### config.mk
export PLATFORM = sky130hd
export DESIGN_NAME = dma_req_ctrl
export DESIGN_NICKNAME = d
export VERILOG_FILES = /design/src/rtl/dma_req_pkg.sv /design/src/rtl/req_sampler.sv /design/src/rtl/xfer_seq.sv /design/src/rtl/chain_counter.sv /design/src/rtl/status_flags.sv /design/src/rtl/dma_req_ctrl.sv
export SDC_FILE = /design/constraint.sdc
export NUM_CORES = 1
export LEC_CHECK = 0
export ABC_AREA = 1
export BUFFER_PORTS_ARGS = -buffer_cell sky130_fd_sc_hd__buf_2
export CORE_UTILIZATION = 40
export DETAILED_ROUTE_END_ITERATION = 7
export HOLD_SLACK_MARGIN = 0.12
export PLACE_DENSITY_LB_ADDON = 0.1
export SETUP_SLACK_MARGIN = 0.2
export SLEW_MARGIN = 20
export SYNTH_ARGS = -nofsm -noshare
export SYNTH_HDL_FRONTEND = slang
export SYNTH_SLANG_ARGS = --single-unit
export TNS_END_PERCENT = 100
### constraint.sdc
create_clock -name clk -period 1.8 [get_ports clk]
set_clock_uncertainty 0.15 [all_clocks]
set_input_delay 0.36 -clock clk [delete_from_list [all_inputs] [get_ports clk]]
set_output_delay 0.36 -clock clk [all_outputs]
set_load 0.01 [all_outputs]
### src/rtl/dma_req_pkg.sv
package dma_req_pkg;

    typedef enum logic {
        ST_IDLE = 1'b0,
        ST_BUSY = 1'b1
    } chan_state_e;

    typedef struct packed {
        logic enable;
        logic level;
        logic suspend;
    } chan_cfg_t;

    localparam int unsigned FLAG_DONE = 0;
    localparam int unsigned FLAG_OOB  = 1;
    localparam int unsigned N_FLAGS   = 2;

    // Request presented to the sequencer for the chosen sensitivity.
    function automatic logic req_want(input logic level, input logic line,
                                      input logic pend, input logic rise);
        return level ? line : (pend | rise);
    endfunction

endpackage

### src/rtl/req_sampler.sv
module req_sampler
    import dma_req_pkg::*;
(
    input  logic      clk,
    input  logic      rst,
    input  chan_cfg_t cfg,
    input  logic      dreq,
    input  logic      consume,
    output logic      want
);
    logic prev_q;
    logic pend_q;
    logic rise;
    logic pend_d;

    assign rise = dreq & ~prev_q;
    assign want = req_want(cfg.level, dreq, pend_q, rise);

    // A rise that lands on the same edge as a consumed pending one stays held.
    always_comb begin
        if (!cfg.enable || cfg.level) begin
            pend_d = 1'b0;
        end else if (consume) begin
            pend_d = pend_q & rise;
        end else begin
            pend_d = pend_q | rise;
        end
    end

    always_ff @(posedge clk) begin
        if (rst) begin
            prev_q <= 1'b0;
            pend_q <= 1'b0;
        end else begin
            prev_q <= dreq;
            pend_q <= pend_d;
        end
    end

    AST_PEND_DROP_OFF: assert property (@(posedge clk) disable iff (rst)
        !cfg.enable |=> !pend_q);

endmodule

### src/rtl/xfer_seq.sv
module xfer_seq
    import dma_req_pkg::*;
(
    input  logic      clk,
    input  logic      rst,
    input  chan_cfg_t cfg,
    input  logic      want,
    input  logic      bus_ta,
    input  logic      ops_zero,
    input  logic      ops_one,
    output logic      consume,
    output logic      complete,
    output logic      oob_hit,
    output logic      bus_start,
    output logic      per_ack
);
    chan_state_e state_q;
    chan_state_e state_d;
    logic        start_q;
    logic        can_go;
    logic        slot;
    logic        avail;
    logic        start;

    assign can_go   = cfg.enable & ~cfg.suspend;
    assign complete = (state_q == ST_BUSY) & bus_ta;
    assign slot     = (state_q == ST_IDLE) | complete;
    // Operands left after the completion on this edge, if any.
    assign avail    = complete ? ~ops_one : ~ops_zero;
    assign start    = slot & can_go & want & avail;
    assign oob_hit  = (state_q == ST_IDLE) & can_go & want & ops_zero;
    assign consume  = start | oob_hit;

    always_comb begin
        state_d = state_q;
        if (start) begin
            state_d = ST_BUSY;
        end else if (complete) begin
            state_d = ST_IDLE;
        end
    end

    always_ff @(posedge clk) begin
        if (rst) begin
            state_q <= ST_IDLE;
            start_q <= 1'b0;
        end else begin
            state_q <= state_d;
            start_q <= start;
        end
    end

    assign bus_start = start_q;
    assign per_ack   = (state_q == ST_BUSY);

    AST_ACK_HOLDS: assert property (@(posedge clk) disable iff (rst)
        (per_ack && !bus_ta) |=> (per_ack && !bus_start));
    AST_SUSPEND_BLOCKS: assert property (@(posedge clk) disable iff (rst)
        cfg.suspend |=> !bus_start);
    AST_DISABLE_BLOCKS: assert property (@(posedge clk) disable iff (rst)
        !cfg.enable |=> !bus_start);

endmodule

### src/rtl/chain_counter.sv
module chain_counter #(
    parameter int unsigned CNT_W = 16
) (
    input  logic             clk,
    input  logic             rst,
    input  logic             load,
    input  logic [CNT_W-1:0] chain_ops,
    input  logic [CNT_W-1:0] buf_ops,
    input  logic             complete,
    output logic [CNT_W-1:0] ops_left,
    output logic             ops_zero,
    output logic             ops_one,
    output logic             done_evt
);
    localparam logic [CNT_W-1:0] ONE = CNT_W'(1);

    logic [CNT_W-1:0] ops_q;
    logic [CNT_W-1:0] buf_q;
    logic [CNT_W-1:0] blen_q;
    logic             buf_last;

    assign buf_last = (buf_q == ONE);
    assign done_evt = complete & ~load & buf_last;
    assign ops_zero = (ops_q == '0);
    assign ops_one  = (ops_q == ONE);
    assign ops_left = ops_q;

    always_ff @(posedge clk) begin
        if (rst) begin
            ops_q  <= '0;
            buf_q  <= '0;
            blen_q <= '0;
        end else if (load) begin
            ops_q  <= chain_ops;
            buf_q  <= buf_ops;
            blen_q <= buf_ops;
        end else if (complete) begin
            ops_q <= ops_q - ONE;
            buf_q <= buf_last ? blen_q : (buf_q - ONE);
        end
    end

    AST_COUNT_DOWN: assert property (@(posedge clk) disable iff (rst)
        (complete && !load) |=> (ops_left == $past(ops_left) - ONE));
    AST_LOAD_TAKES: assert property (@(posedge clk) disable iff (rst)
        load |=> (ops_left == $past(chain_ops)));

endmodule

### src/rtl/status_flags.sv
module status_flags #(
    parameter int unsigned NF = 2
) (
    input  logic          clk,
    input  logic          rst,
    input  logic [NF-1:0] set_evt,
    input  logic [NF-1:0] clr_evt,
    output logic [NF-1:0] flags
);
    for (genvar i = 0; i < NF; i++) begin : g_flag
        logic flag_q;
        always_ff @(posedge clk) begin
            if (rst) begin
                flag_q <= 1'b0;
            end else begin
                flag_q <= set_evt[i] | (flag_q & ~clr_evt[i]);
            end
        end
        assign flags[i] = flag_q;

        AST_FLAG_STICKY: assert property (@(posedge clk) disable iff (rst)
            (flag_q && !clr_evt[i]) |=> flag_q);
        AST_SET_WINS: assert property (@(posedge clk) disable iff (rst)
            set_evt[i] |=> flag_q);
    end

endmodule

### src/rtl/dma_req_ctrl.sv
module dma_req_ctrl
    import dma_req_pkg::*;
#(
    parameter int unsigned CNT_W = 16
) (
    input  logic             clk,
    input  logic             rst,
    input  logic             cfg_enable,
    input  logic             cfg_level,
    input  logic             cfg_suspend,
    input  logic             chain_load,
    input  logic [CNT_W-1:0] chain_ops,
    input  logic [CNT_W-1:0] buf_ops,
    input  logic             dreq,
    input  logic             bus_ta,
    output logic             bus_start,
    output logic             per_ack,
    output logic [CNT_W-1:0] ops_left,
    output logic             sts_done,
    output logic             sts_oob,
    input  logic             clr_done,
    input  logic             clr_oob
);
    chan_cfg_t        cfg;
    logic             want;
    logic             consume;
    logic             complete;
    logic             oob_hit;
    logic             ops_zero;
    logic             ops_one;
    logic             done_evt;
    logic [N_FLAGS-1:0] set_vec;
    logic [N_FLAGS-1:0] clr_vec;
    logic [N_FLAGS-1:0] flag_vec;

    assign cfg = '{enable: cfg_enable, level: cfg_level, suspend: cfg_suspend};

    req_sampler u_sampler (
        .clk     (clk),
        .rst     (rst),
        .cfg     (cfg),
        .dreq    (dreq),
        .consume (consume),
        .want    (want)
    );

    xfer_seq u_seq (
        .clk       (clk),
        .rst       (rst),
        .cfg       (cfg),
        .want      (want),
        .bus_ta    (bus_ta),
        .ops_zero  (ops_zero),
        .ops_one   (ops_one),
        .consume   (consume),
        .complete  (complete),
        .oob_hit   (oob_hit),
        .bus_start (bus_start),
        .per_ack   (per_ack)
    );

    chain_counter #(.CNT_W(CNT_W)) u_count (
        .clk       (clk),
        .rst       (rst),
        .load      (chain_load),
        .chain_ops (chain_ops),
        .buf_ops   (buf_ops),
        .complete  (complete),
        .ops_left  (ops_left),
        .ops_zero  (ops_zero),
        .ops_one   (ops_one),
        .done_evt  (done_evt)
    );

    always_comb begin
        set_vec            = '0;
        clr_vec            = '0;
        set_vec[FLAG_DONE] = done_evt;
        set_vec[FLAG_OOB]  = oob_hit;
        clr_vec[FLAG_DONE] = clr_done;
        clr_vec[FLAG_OOB]  = clr_oob;
    end

    status_flags #(.NF(N_FLAGS)) u_flags (
        .clk     (clk),
        .rst     (rst),
        .set_evt (set_vec),
        .clr_evt (clr_vec),
        .flags   (flag_vec)
    );

    assign sts_done = flag_vec[FLAG_DONE];
    assign sts_oob  = flag_vec[FLAG_OOB];

    AST_START_NONEMPTY: assert property (@(posedge clk) disable iff (rst)
        bus_start |-> (ops_left != '0));
    AST_START_WITH_ACK: assert property (@(posedge clk) disable iff (rst)
        bus_start |-> per_ack);
    AST_LEVEL_STOP: assert property (@(posedge clk) disable iff (rst)
        (cfg_level && per_ack && bus_ta && !dreq) |=> !bus_start);

endmodule

==> flow_metrics.env <==
export IMPL_drc_errors=0
export IMPL_p_leak_nw=2.135
export IMPL_clk_pin_slew_ns=0.11
export IMPL_synth_seq_cells=54
export IMPL_synth_area_per_cell_um2=6.319
export IMPL_path_max_fanout=6
export IMPL_clock_fmax_mhz=607.6
export IMPL_final_setup_tns_ns=0
export IMPL_postRouteAntennaNets=0
export IMPL_drt_met1_wl_um=4289
export IMPL_hold_violations=0
export IMPL_setup_viol_count_final=0
export IMPL_clk_latency_ns=0.31
export IMPL_hold_class="input port to register"
export IMPL_core_um2=8217
export IMPL_crit_chain="inv_2 > ha_4 > inv_2 > nor2_4 > nand3_2 > nor2_2 > nand2_1 > nand2_2 > clkbuf_16 > nand2_2 > nand2_1 > a21oi_1"
export IMPL_hold_path_depth=4
export IMPL_synth_main_ff_cell="dfxtp_1"
export IMPL_r2r_start="u_count.buf_q[1]"
export IMPL_pin_count=62
export IMPL_vias=3441
export IMPL_syn_cell_area_um2=3400
export IMPL_grt_max_degree=23
export IMPL_arrival_ns=1.70
export IMPL_drt_pass1_iter_count=4
export IMPL_yosys_warnings=0
export IMPL_startpoint_type="register"
export IMPL_met2_length_um=4289
export IMPL_max_slew_margin=0.8001
export IMPL_cts_buffers=5
export IMPL_tritoncts="built"
export IMPL_grt_first_pass_wirelength_um=15060
export IMPL_die_w_um=94.19
export IMPL_antenna_found_initial=0
export IMPL_io_buffers=61
export IMPL_rsz0062_at_grt="yes"
export IMPL_synth_top_area_frac=0.3180
export IMPL_cts_sinks=54
export IMPL_first_iter_violations=120
export IMPL_utilization=0.5152
export IMPL_clk_path_buf_depth=2
export IMPL_viasPerCell=4.813
export IMPL_slowest_delay_ns=0.35
export IMPL_grt_pass1_vias=3240
export IMPL_crit_required_ns=1.85
export IMPL_gp_congestion=0.8709
export IMPL_min_period_ns=1.646
export IMPL_wl_um=8901
export IMPL_nets=656
export IMPL_root_buffer="clkbuf_8"
export IMPL_wl_per_cell_um=12.45
export IMPL_synth_edf_count=0
export IMPL_die_area_um2=8872
export IMPL_async_reset_ff_frac=0
export IMPL_drive_gt1_frac=0.2852
export IMPL_r2r_end="u_count.buf_q[9]"
export IMPL_top_layer="met4"
export IMPL_maxCapViolations=0
export IMPL_synth_cells=538
export IMPL_overflow=0
export IMPL_synth_distinct_cells=32
export IMPL_critPathCapture="u_count.buf_q[9]"
export IMPL_gr_usage_all_layers=0.2124
export IMPL_synth_area_leaders="dfxtp_1 32%, nand2_1 19%, inv_1 7.0%, nor2_1 6.0%, nand3_1 5.4%"
export IMPL_synth_nets=585
export IMPL_r2r_setup_slack_ns=0.15
export IMPL_crit_slowest_cell="dfxtp_2"
export IMPL_min_from="clr_done"
export IMPL_peakVddDrop_mv=0.3093
export IMPL_h_tree_depth=2
export IMPL_die_y_um=94.19
export IMPL_critical_path_endpoint_type="register"
export IMPL_ys_seq_area_frac=0.3180
export IMPL_start_util=0.4137
export IMPL_n_antenna_cell=0
export IMPL_r2r_cells=12
export IMPL_area_growth_pct=24.51
export IMPL_crit_start="u_count.buf_q[1]"
export IMPL_worstSetupPathType="register to register"
export IMPL_slew_violations=0
export IMPL_dpl_hpwl_um=6589
export IMPL_pwr_density_cell_nw_per_um2=733.7
export IMPL_rows=33
export IMPL_tightest_slew_ns=0.2961
export IMPL_fin_crit_sh=0.9144
export IMPL_status="completed"
export IMPL_yosysTopAreaCell="dfxtp_1"
export IMPL_dr_wl_met3_um=236
## state kept, by name, indices dropped and copies added, names as in the netlist
name / cells
u_sampler.prev_q: 1
u_seq.per_ack: 1
u_flags.g_flag.flag_q: 2
u_count.ops_left: 16
u_sampler.pend_q: 1
u_seq.bus_start: 1
u_count.blen_q: 16
u_count.buf_q: 16
## worst max-delay path: cells and delay by family, from the launching register on
family / cells / cell delay [ns]
fa+ha+maj: 1 / 0.13
flops: 1 / 0.35
buf+inv: 3 / 0.28
compound gates: 1 / 0.05
simple gates: 7 / 0.56
## repair_timing
item                                    in CTS  in global routing
hold buffers                                 1                  0
pin swaps                                    2                 19
cloned                                       1                  1
hold endpoints to repair                     1                  0
endpoints found under the setup margin      16                 30
buffers inserted                             0                  4
gates resized for setup                      7                 47
## cell type report
cell class,count,area (um2)
Sequential cell,54,1089
Inverter,68,255.2
Tap cell,105,131.4
Clock inverter,2,37.54
Fill cell,866,3984
Clock buffer,6,72.57
Timing Repair Buffer,81,500.5
Multi-Input combinational cell,399,2147
## metrics by stage
| step | instances | hold WS, ns | power, mW | setup WS [ns] | instance area, um2 |
|---|---|---|---|---|---|
| 2_1_floorplan | 538 | 0.2850 | 1.972 | 0.2820 | 3400 |
| 3_3_place_gp | 700 | 0.2996 | 2.201 | 0.1587 | 3879 |
| 3_5_place_dp | 700 | 0.2972 | 2.209 | 0.1322 | 3879 |
| 4_1_cts | 710 | 0.1278 | 3.060 | 0.1706 | 4035 |
| 5_1_grt | 715 | 0.1392 | 3.304 | 0.009210 | 4233 |
| 6_report | 715 | 0.1349 | 3.106 | 0.1541 | 4233 |
## worst min-delay path by stage
stage,slack (ns),end
2_1_floorplan,0.29,u_sampler.pend_q
3_3_place_gp,0.30,u_sampler.pend_q
3_5_place_dp,0.30,u_sampler.pend_q
4_1_cts,0.13,u_flags.g_flag[0].flag_q
5_1_grt,0.14,u_flags.g_flag[0].flag_q
6_report,0.13,u_flags.g_flag[0].flag_q
## kinds of logic (layout without fill, tap and decap cells)
logic type / after synthesis / in the layout / share of synthesized area
DFF: 54 / 54 / 0.3180
adders and majority gates: 5 / 5 / 0.01840
AOI/OAI and AO/OA: 86 / 86 / 0.1450
and+or+nand+nor: 301 / 302 / 0.4023
xor gates and xnor gates: 6 / 6 / 0.01546
buffers and inverters: 86 / 157 / 0.1008
## cell usage in the layout, fill, tap and decap left out, types with 3 or more instances in the layout
| master | netlist | final |
|---|---|---|
| nand2_1 | 174 | 157 |
| buf_2 | 7 | 61 |
| inv_1 | 63 | 59 |
| dfxtp_1 | 54 | 48 |
| nor2_1 | 54 | 46 |
| a21oi_1 | 36 | 36 |
| nand3_1 | 37 | 35 |
| o21ai_0 | 23 | 23 |
| nand2_2 | 4 | 18 |
| buf_4 | 1 | 16 |
| nand3_2 | 10 | 12 |
| nor2_4 | 3 | 11 |
| a21oi_2 | 10 | 10 |
| inv_2 | 5 | 9 |
| nor2_2 | 9 | 9 |
| o21ai_1 | 7 | 7 |
| xor2_1 | 6 | 6 |
| dfxtp_2 | 0 | 6 |
| nand2_4 | 2 | 5 |
| clkbuf_8 | 0 | 5 |
| nand4_1 | 3 | 3 |
| a31oi_1 | 3 | 3 |
| ha_1 | 5 | 3 |
## power breakdown
group	internal (mW)	leakage [nW]	switching, mW
logic	0.353	1.64	0.556
clock network	0.416	0.0514	0.416
registers	1.27	0.448	0.0913
total	2.04	2.14	1.06
## synthesized netlist by cell type, types with 5 or more instances
master	n
ha_1	5
o21ai_0	23
inv_2	5
a21oi_2	10
nand3_1	37
dfxtp_1	54
buf_2	7
nand3_2	10
a21oi_1	36
nor2_1	54
clkbuf_1	5
o21ai_1	7
xor2_1	6
nand2_1	174
inv_1	63
nor2_2	9
## per-layer routing
| layer | vias to the layer above | track usage |
|---|---|---|
| met2 | 56 | 0.3665 |
| met3 | 9 | 0.02832 |
| met1 | 1539 | 0.2773 |
| li1 | 1837 | - |
| met5 | - | 0 |
| met4 | 0 | 0.05000 |
Note: power is estimated with default switching activity, not from simulation.
